## config.mk

```make
export PLATFORM = sky130hd
export DESIGN_NAME = wdt_two_stage
export DESIGN_NICKNAME = d
export VERILOG_FILES = /design/src/rtl/wdt_pkg.sv /design/src/rtl/wdt_rst_sync.sv /design/src/rtl/wdt_regs.sv /design/src/rtl/wdt_core.sv /design/src/rtl/wdt_two_stage.sv
export SDC_FILE = /design/constraint.sdc
export NUM_CORES = 1
export LEC_CHECK = 0
export BUFFER_PORTS_ARGS = -buffer_cell sky130_fd_sc_hd__buf_2
export CAP_MARGIN = 10
export CORE_MARGIN = 3
export CORE_UTILIZATION = 30
export CTS_CLUSTER_DIAMETER = 120
export DETAILED_ROUTE_END_ITERATION = 12
export GPL_ROUTABILITY_DRIVEN = 0
export GPL_TIMING_DRIVEN = 0
export PLACE_DENSITY = 0.61
export SKIP_CTS_REPAIR_TIMING = 1
export SYNTH_ARGS = -nofsm -noshare
export SYNTH_HDL_FRONTEND = slang
export SYNTH_SLANG_ARGS = --single-unit
```

## constraint.sdc

```tcl
create_clock -name clk -period 2.16 [get_ports clk]
set_clock_uncertainty 0.1 [all_clocks]
set_input_delay 0.432 -clock clk [delete_from_list [all_inputs] [get_ports clk]]
set_output_delay 0.432 -clock clk [all_outputs]
set_load 0.03 [all_outputs]
```

## src/rtl/wdt_pkg.sv

```systemverilog
package wdt_pkg;
  localparam int DW = 16;
  localparam int AW = 3;

  // register offsets
  localparam logic [AW-1:0] A_TMR  = 3'd0;
  localparam logic [AW-1:0] A_CNT  = 3'd1;
  localparam logic [AW-1:0] A_CTRL = 3'd2;
  localparam logic [AW-1:0] A_STS1 = 3'd3;
  localparam logic [AW-1:0] A_STS2 = 3'd4;
  localparam logic [AW-1:0] A_CFG  = 3'd5;

  // bit positions
  localparam int CTRL_HALT = 11;
  localparam int CTRL_KEEP = 9;
  localparam int STS1_TO   = 3;
  localparam int STS2_SEC  = 1;
  localparam int STS2_BOOT = 2;
  localparam int CFG_SMI   = 0;
  localparam int CFG_NR    = 1;
  localparam int RLD_BITS  = 5;
endpackage

```

## src/rtl/wdt_rst_sync.sv

```systemverilog
module wdt_rst_sync #(
  parameter int STAGES = 2
) (
  input  logic clk,
  input  logic arst_ni,
  output logic rst_no
);
  logic [STAGES-1:0] sh_q;

  always_ff @(posedge clk or negedge arst_ni) begin
    if (!arst_ni) sh_q <= '0;
    else          sh_q <= {sh_q[STAGES-2:0], 1'b1};
  end

  assign rst_no = sh_q[STAGES-1];
endmodule

```

## src/rtl/wdt_regs.sv

```systemverilog
module wdt_regs
  import wdt_pkg::*;
#(
  parameter bit WIDE    = 1'b1,
  parameter int TW      = 10,
  parameter int MIN_CNT = 2,
  parameter int RST_TMR = 4
) (
  input  logic          clk,
  input  logic          rst_ni,
  input  logic          por_ni,
  input  logic          we,
  input  logic [AW-1:0] addr,
  input  logic [DW-1:0] wdata,
  output logic [DW-1:0] rdata,
  input  logic [TW-1:0] cnt_i,
  input  logic          first_exp,
  input  logic          second_exp,
  input  logic          nr_lock,
  output logic [TW-1:0] tmr_o,
  output logic          halt_o,
  output logic          smi_en_o,
  output logic          nr_o,
  output logic          reload_o,
  output logic          to_clr_o
);
  logic wr_tmr, wr_cnt, wr_ctrl, wr_sts1, wr_sts2, wr_cfg;
  logic [TW-1:0] wr_field, clamped;

  logic [TW-1:0] tmr_q, tmr_d;
  logic halt_q, halt_d, keep_q, keep_d, smi_q, smi_d, nr_q, nr_d, to_q, to_d;
  logic sec_q, sec_d, boot_q, boot_d;
  logic [DW-1:0] tmr_rd;

  assign wr_tmr  = we && (addr == A_TMR);
  assign wr_cnt  = we && (addr == A_CNT);
  assign wr_ctrl = we && (addr == A_CTRL);
  assign wr_sts1 = we && (addr == A_STS1);
  assign wr_sts2 = we && (addr == A_STS2);
  assign wr_cfg  = we && (addr == A_CFG);

  assign wr_field = wdata[TW-1:0];
  assign clamped  = (wr_field < TW'(MIN_CNT)) ? TW'(MIN_CNT) : wr_field;

  assign reload_o = wr_cnt && (|wdata[RLD_BITS-1:0]);
  assign to_clr_o = wr_sts1 && wdata[STS1_TO];

  // next state
  always_comb begin
    tmr_d  = tmr_q;
    halt_d = halt_q;
    keep_d = keep_q;
    smi_d  = smi_q;
    nr_d   = nr_q;
    to_d   = to_q;
    sec_d  = sec_q;
    boot_d = boot_q;
    if (wr_tmr) tmr_d = clamped;
    if (wr_ctrl) begin
      halt_d = wdata[CTRL_HALT];
      keep_d = wdata[CTRL_KEEP];
    end
    if (second_exp) halt_d = 1'b1;
    if (wr_cfg) begin
      smi_d = wdata[CFG_SMI];
      nr_d  = wdata[CFG_NR];
    end
    if (nr_lock) nr_d = 1'b1;
    if (to_clr_o) to_d = 1'b0;
    if (first_exp) to_d = 1'b1;
    if (wr_sts2 && wdata[STS2_SEC])  sec_d  = 1'b0;
    if (wr_sts2 && wdata[STS2_BOOT]) boot_d = 1'b0;
    if (second_exp) begin
      if (sec_q) boot_d = 1'b1;
      sec_d = 1'b1;
    end
  end

  // system-reset domain
  always_ff @(posedge clk or negedge rst_ni) begin
    if (!rst_ni) begin
      tmr_q  <= TW'(RST_TMR);
      halt_q <= 1'b1;
      keep_q <= 1'b0;
      smi_q  <= 1'b0;
      nr_q   <= 1'b0;
      to_q   <= 1'b0;
    end else begin
      tmr_q  <= tmr_d;
      halt_q <= halt_d;
      keep_q <= keep_d;
      smi_q  <= smi_d;
      nr_q   <= nr_d;
      to_q   <= to_d;
    end
  end

  // power-on domain: sticky status
  always_ff @(posedge clk or negedge por_ni) begin
    if (!por_ni) begin
      sec_q  <= 1'b0;
      boot_q <= 1'b0;
    end else begin
      sec_q  <= sec_d;
      boot_q <= boot_d;
    end
  end

  generate
    if (WIDE) begin : g_wide
      always_comb begin
        tmr_rd = '0;
        tmr_rd[TW-1:0] = tmr_q;
      end
    end else begin : g_narrow
      logic [1:0] hi_q;
      always_ff @(posedge clk or negedge rst_ni) begin
        if (!rst_ni)     hi_q <= '0;
        else if (wr_tmr) hi_q <= wdata[TW+1:TW];
      end
      always_comb begin
        tmr_rd = '0;
        tmr_rd[TW+1:0] = {hi_q, tmr_q};
      end
    end
  endgenerate

  always_comb begin
    rdata = '0;
    case (addr)
      A_TMR:  rdata = tmr_rd;
      A_CNT:  rdata[TW-1:0] = cnt_i;
      A_CTRL: begin
        rdata[CTRL_HALT] = halt_q;
        rdata[CTRL_KEEP] = keep_q;
      end
      A_STS1: rdata[STS1_TO] = to_q;
      A_STS2: begin
        rdata[STS2_SEC]  = sec_q;
        rdata[STS2_BOOT] = boot_q;
      end
      A_CFG: begin
        rdata[CFG_SMI] = smi_q;
        rdata[CFG_NR]  = nr_q;
      end
      default: rdata = '0;
    endcase
  end

  assign tmr_o    = tmr_q;
  assign halt_o   = halt_q;
  assign smi_en_o = smi_q;
  assign nr_o     = nr_q;
endmodule

```

## src/rtl/wdt_core.sv

```systemverilog
module wdt_core #(
  parameter int TW      = 10,
  parameter int RST_TMR = 4
) (
  input  logic          clk,
  input  logic          rst_ni,
  input  logic          tick,
  input  logic          halt,
  input  logic [TW-1:0] tmr,
  input  logic          reload,
  input  logic          stage_clr,
  input  logic          smi_en,
  input  logic          no_reboot,
  output logic [TW-1:0] cnt_o,
  output logic          first_exp,
  output logic          second_exp,
  output logic          smi_req,
  output logic          sys_rst
);
  logic [TW-1:0] cnt_q, cnt_d;
  logic stage_q, stage_d, smi_q, smi_d, rst_q, rst_d;
  logic step, expire;

  assign step       = tick && !halt && !reload;
  assign expire     = step && (cnt_q == '0);
  assign first_exp  = expire && !stage_q;
  assign second_exp = expire && stage_q;

  always_comb begin
    cnt_d   = cnt_q;
    stage_d = stage_q;
    if (reload)         cnt_d = tmr;
    else if (expire)    cnt_d = tmr;
    else if (step)      cnt_d = cnt_q - 1'b1;
    if (reload || stage_clr) stage_d = 1'b0;
    if (first_exp)           stage_d = 1'b1;
    if (second_exp)          stage_d = 1'b0;
    smi_d = first_exp && smi_en;
    rst_d = second_exp && !no_reboot;
  end

  always_ff @(posedge clk or negedge rst_ni) begin
    if (!rst_ni) begin
      cnt_q   <= TW'(RST_TMR);
      stage_q <= 1'b0;
      smi_q   <= 1'b0;
      rst_q   <= 1'b0;
    end else begin
      cnt_q   <= cnt_d;
      stage_q <= stage_d;
      smi_q   <= smi_d;
      rst_q   <= rst_d;
    end
  end

  assign cnt_o   = cnt_q;
  assign smi_req = smi_q;
  assign sys_rst = rst_q;
endmodule

```

## src/rtl/wdt_two_stage.sv

```systemverilog
module wdt_two_stage
  import wdt_pkg::*;
#(
  parameter bit WIDE      = 1'b1,
  parameter int MIN_CNT   = 2,
  parameter int RST_TMR   = 4,
  parameter int SYNC_STGS = 2
) (
  input  logic          clk,
  input  logic          rst_n,
  input  logic          por_n,
  input  logic          tick_en,
  input  logic          nr_lock,
  input  logic          bus_we,
  input  logic [AW-1:0] bus_addr,
  input  logic [DW-1:0] bus_wdata,
  output logic [DW-1:0] bus_rdata,
  output logic          smi_req,
  output logic          sys_rst
);
  localparam int TW = WIDE ? 10 : 6;

  logic [1:0] araw_n, sync_n;
  logic sys_rst_n, por_sync_n;
  logic [TW-1:0] tmr_val, cnt_q;
  logic halt_q, smi_en, nr_q, reload_stb, to_clr, first_exp, second_exp;

  assign araw_n = {por_n, rst_n & por_n};

  for (genvar g = 0; g < 2; g++) begin : g_rsync
    wdt_rst_sync #(.STAGES(SYNC_STGS)) u_sync (
      .clk    (clk),
      .arst_ni(araw_n[g]),
      .rst_no (sync_n[g])
    );
  end

  assign sys_rst_n  = sync_n[0];
  assign por_sync_n = sync_n[1];

  wdt_regs #(
    .WIDE(WIDE), .TW(TW), .MIN_CNT(MIN_CNT), .RST_TMR(RST_TMR)
  ) u_regs (
    .clk       (clk),
    .rst_ni    (sys_rst_n),
    .por_ni    (por_sync_n),
    .we        (bus_we),
    .addr      (bus_addr),
    .wdata     (bus_wdata),
    .rdata     (bus_rdata),
    .cnt_i     (cnt_q),
    .first_exp (first_exp),
    .second_exp(second_exp),
    .nr_lock   (nr_lock),
    .tmr_o     (tmr_val),
    .halt_o    (halt_q),
    .smi_en_o  (smi_en),
    .nr_o      (nr_q),
    .reload_o  (reload_stb),
    .to_clr_o  (to_clr)
  );

  wdt_core #(.TW(TW), .RST_TMR(RST_TMR)) u_core (
    .clk       (clk),
    .rst_ni    (sys_rst_n),
    .tick      (tick_en),
    .halt      (halt_q),
    .tmr       (tmr_val),
    .reload    (reload_stb),
    .stage_clr (to_clr),
    .smi_en    (smi_en),
    .no_reboot (nr_q),
    .cnt_o     (cnt_q),
    .first_exp (first_exp),
    .second_exp(second_exp),
    .smi_req   (smi_req),
    .sys_rst   (sys_rst)
  );
endmodule

```

==> results.md <==
- The total congestion overflow is 0.
- TritonCTS built the clock tree.
- Clock tree synthesis found a total of 34 sinks.
- For this design the ratio of total power to cell area is 871 mW/mm2.
- In the post-synthesis netlist, the biggest area contributors are dfrtp_1 41%, mux2i_1 6.3%, mux2_2 5.3%, dfstp_2 4.1%, a2bb2oi_1 3.2%.
- The via count of the first global-routing pass came to 1573.
- The count of buffers inserted at the top-level ports is 31.
- The flow ran to the end, and the final reports show no timing, DRC or antenna violations.
- 0 antenna diodes ended up in the layout.
- For this run, asynchronously set or reset flops after synthesis account for 100%.
- The number of cells on the worst reg-to-reg path is 6.
- Counting the fill cells in the layout gives 627.
- CTS built an H-tree with a depth of 2.
- The global-route wire length before repair is 7770 um.
- The count of final hold-check violations is 0.
- VDD sags by at most 0.557 mV.
- For the worst setup path, the data required time is 1.63 ns.
- The floorplan has 28 rows.
- The most common cell type on the critical path is nor2_1.
- The maximum single-stage delay on the critical path is 0.24 ns.
- The clock period could shrink to 2.04 ns.
- The arrival time at the worst endpoint is 1.51 ns.
- Global routing consumed, over all layers together, 13.4% of the routing resources.
- The commonest non-fill, non-tap cell in the layout is buf_2.
- The initial utilization of the core area, before any placement, comes to 31.6%.
- The number of buffers and inverters on the critical path is 3.
- The capture instance of the worst register-to-register path is u_regs.boot_q$_DFF_PN0_.
- The max capacitance violation total is 0.
- The synthesized design contains 0 enable-type register cells.
- The first routing iteration left 84 violations.
- The total iterations of the first detailed-routing run is 4.
- The proportion of synthesized chip area in sequential cells is 44.8%.
- The cell type with the largest total area after synthesis is dfrtp_1.
- The number of placed instances with taps included is 293.
- Once detail routing completed, the nets flagged for antenna violations numbered 0.
- The final max-slew violation count is 0.
- Dividing the final minimum period by the clock period gives 94.4%.
- The overall die area is 0.00734 mm2.
- The kind of end point of the critical path is an output port.
- The leakage power is 1.07 nW.
- Of the cells placed in the final design, the portion with a size suffix greater than 1 is 33.3%.
- CTS placed an instance of clkbuf_8 at the clock tree root.
- The number of buffers added by the clock tree synthesis step is 5.
- Counting flops and latches in the post-synthesis netlist gives 34.
- The total number of vias is 1581.
- Clock-pin slew was measured on the worst setup and hold paths at 0.06 ns.
- The longest clock path from root to sink contains 2 buffers.
- The launching point of the worst reg2reg path is u_core.cnt_o[0]$_DFFE_PN0P_.
- For the pin with the worst max-slew slack, the measured transition is 0.725 ns.
- The cell count after synthesis came out at 182.
- The cell family with the largest share of critical-path delay is buffers and inverters.
- The number of antenna violations at the first check in global routing came to 0.
- The mean cell area of the mapped netlist is 10.5 um2.
- Relative to the synthesized area, the layout overhead comes to 24.4%.
- Yosys printed 0 warnings.
- The standard cell core area is 0.00603 mm2.
- For this block, the routed nets add up to 4630 um of wire.
- The path class of the lowest-slack min-delay path is flop to asynchronous set/reset pin.
- Setup violations remaining at the end of the flow were counted as 0.
- Dividing the detail-routed via count by the number of cells gives 5.17.
- 43 I/O pins were placed.
- The setup slack of the most critical reg-to-reg path is 0.19 ns.
- The clock insertion delay at the later pin of the skew report is 0.28 ns.
- The kind of start point of the critical path is an input pin.
- The HPWL after detailed placement is 3570 um.
- The critical path start-end classification is input pin to output port.
- Based on the critical path, the design can be clocked at up to 490 MHz.
- The height of the die is 85.7 um.
- The library cells used most frequently in the layout, excluding fill and tap cells, are 32 x buf_2, 31 x dfrtp_1, 15 x nor2_1.
- The detailed-route DRC error count is 0.
- The average wire per cell in the routed design is 15.1 um.
- Walking the worst path, the cells encountered are clkbuf_2 > buf_4 > mux2i_1 > nor2_1 > a31oi_1 > nor2_1 > buf_2.
- The fraction of post-synthesis cell area in the top cell type by area is 40.7%.
- The number of different library cells used by synthesis comes to 48.
- The cell area after synthesis is 0.00191 mm2.
- The pin count of the biggest net entering global routing is 29.
- The finished layout holds 306 standard cells, fillers aside.
- For this run, the post-layout net count is 257.
- The highest fanout seen on the critical path is 10.
- Among all stages on the critical path, the largest delay is contributed by buf_4.
- The most instantiated flip-flop cell in the synthesis netlist is dfrtp_1.
- Measured against its own limit, the worst slew margin works out to 51.6%.
- Setup repair after global routing left no endpoint under its margin.
- The power consumption is 2.07 mW.
- The die width is 85.7 um.
[per-stage QoR]
stage | instance area, um2 | utilization (%) | setup TNS, ns | hold WS (ns) | setup WS [ns]
6_report | 2370 | 39.3 | 0 | 0.0524 | 0.120
5_1_grt | 2370 | 39.3 | 0 | 0.0716 | 0.0364
4_1_cts | 2280 | 37.8 | -0.625 | -0.180 | -0.214
3_5_place_dp | 2200 | 36.5 | -0.985 | -0.0785 | -0.212
3_3_place_gp | 2200 | 36.5 | -0.918 | -0.0807 | -0.191
2_1_floorplan | 1950 | - | 0 | -0.0889 | 0.0780
[worst max-delay path by stage]
stage                startpoint            to  cells past startpoint
floorplan           bus_addr[0]  bus_rdata[3]                      6
CTS                 bus_addr[2]  bus_rdata[0]                      7
global route        bus_addr[0]  bus_rdata[3]                      7
finish              bus_addr[0]  bus_rdata[3]                      7
detailed placement  bus_addr[2]  bus_rdata[0]                      7
global placement    bus_addr[2]  bus_rdata[0]                      7
[final cells by class]
type / count / area [um2] / share of cell area, %
Clock buffer: 5 / 68.8 / 2.90
Timing Repair Buffer: 38 / 235 / 9.92
Tap cell: 75 / 93.8 / 3.96
Multi-Input combinational cell: 134 / 1010 / 42.6
Buffer: 11 / 71.3 / 3.01
Inverter: 7 / 26.3 / 1.11
Clock inverter: 2 / 10.0 / 0.422
Sequential cell: 34 / 855 / 36.0
[cells by family after synthesis]
family | synth area share [%]
mux | 12.8
other cells | 0.394
simple gates | 20.0
buf+inv | 4.86
flops | 44.8
fa+ha+maj | 0.656
xor+xnor | 1.84
compound gates | 14.6
[metal layers]
| metal | vias up | track usage (%) | share of wire (%) |
|---|---|---|---|
| met5 | - | 0 | 0 |
| met4 | 0 | 3.02 | 0.61 |
| met3 | 4 | 2.79 | 3.3 |
| met2 | 28 | 22.2 | 49 |
| met1 | 789 | 18.0 | 47 |
| li1 | 760 | - | - |
[Yosys cell counts (all sizes together), types with 2 or more instances]
master	number
buf	7
inv	7
nor3	9
a31oi	4
mux2i	12
dfrtp	31
conb	2
dfstp	3
a2bb2oi	7
and2	4
mux2	9
nand2b	3
clkbuf	5
or4	2
nand4	3
xor2	3
a21oi	5
o22ai	3
nor2b	4
o21ai	4
nor2	15
and3	2
nand3	6
nor4	2
nor4b	3
nand2	10
[registers in the layout (all words and copies together), names as in the netlist]
register and count:
u_core.sys_rst 1, g_rsync.u_sync.sh_q 4, u_core.stage_q 1, u_regs.to_q 1
u_core.smi_req 1, u_regs.tmr_o 10, u_regs.boot_q 1, u_regs.smi_en_o 1
u_regs.keep_q 1, u_core.cnt_o 10, u_regs.sec_q 1, u_regs.halt_o 1
u_regs.nr_o 1
[where the power goes]
part	internal [mW]	switching [mW]
registers	0.793	0.211
clock network	0.216	0.218
logic	0.301	0.327
total	1.31	0.757
(Power assumes the default switching activity.)
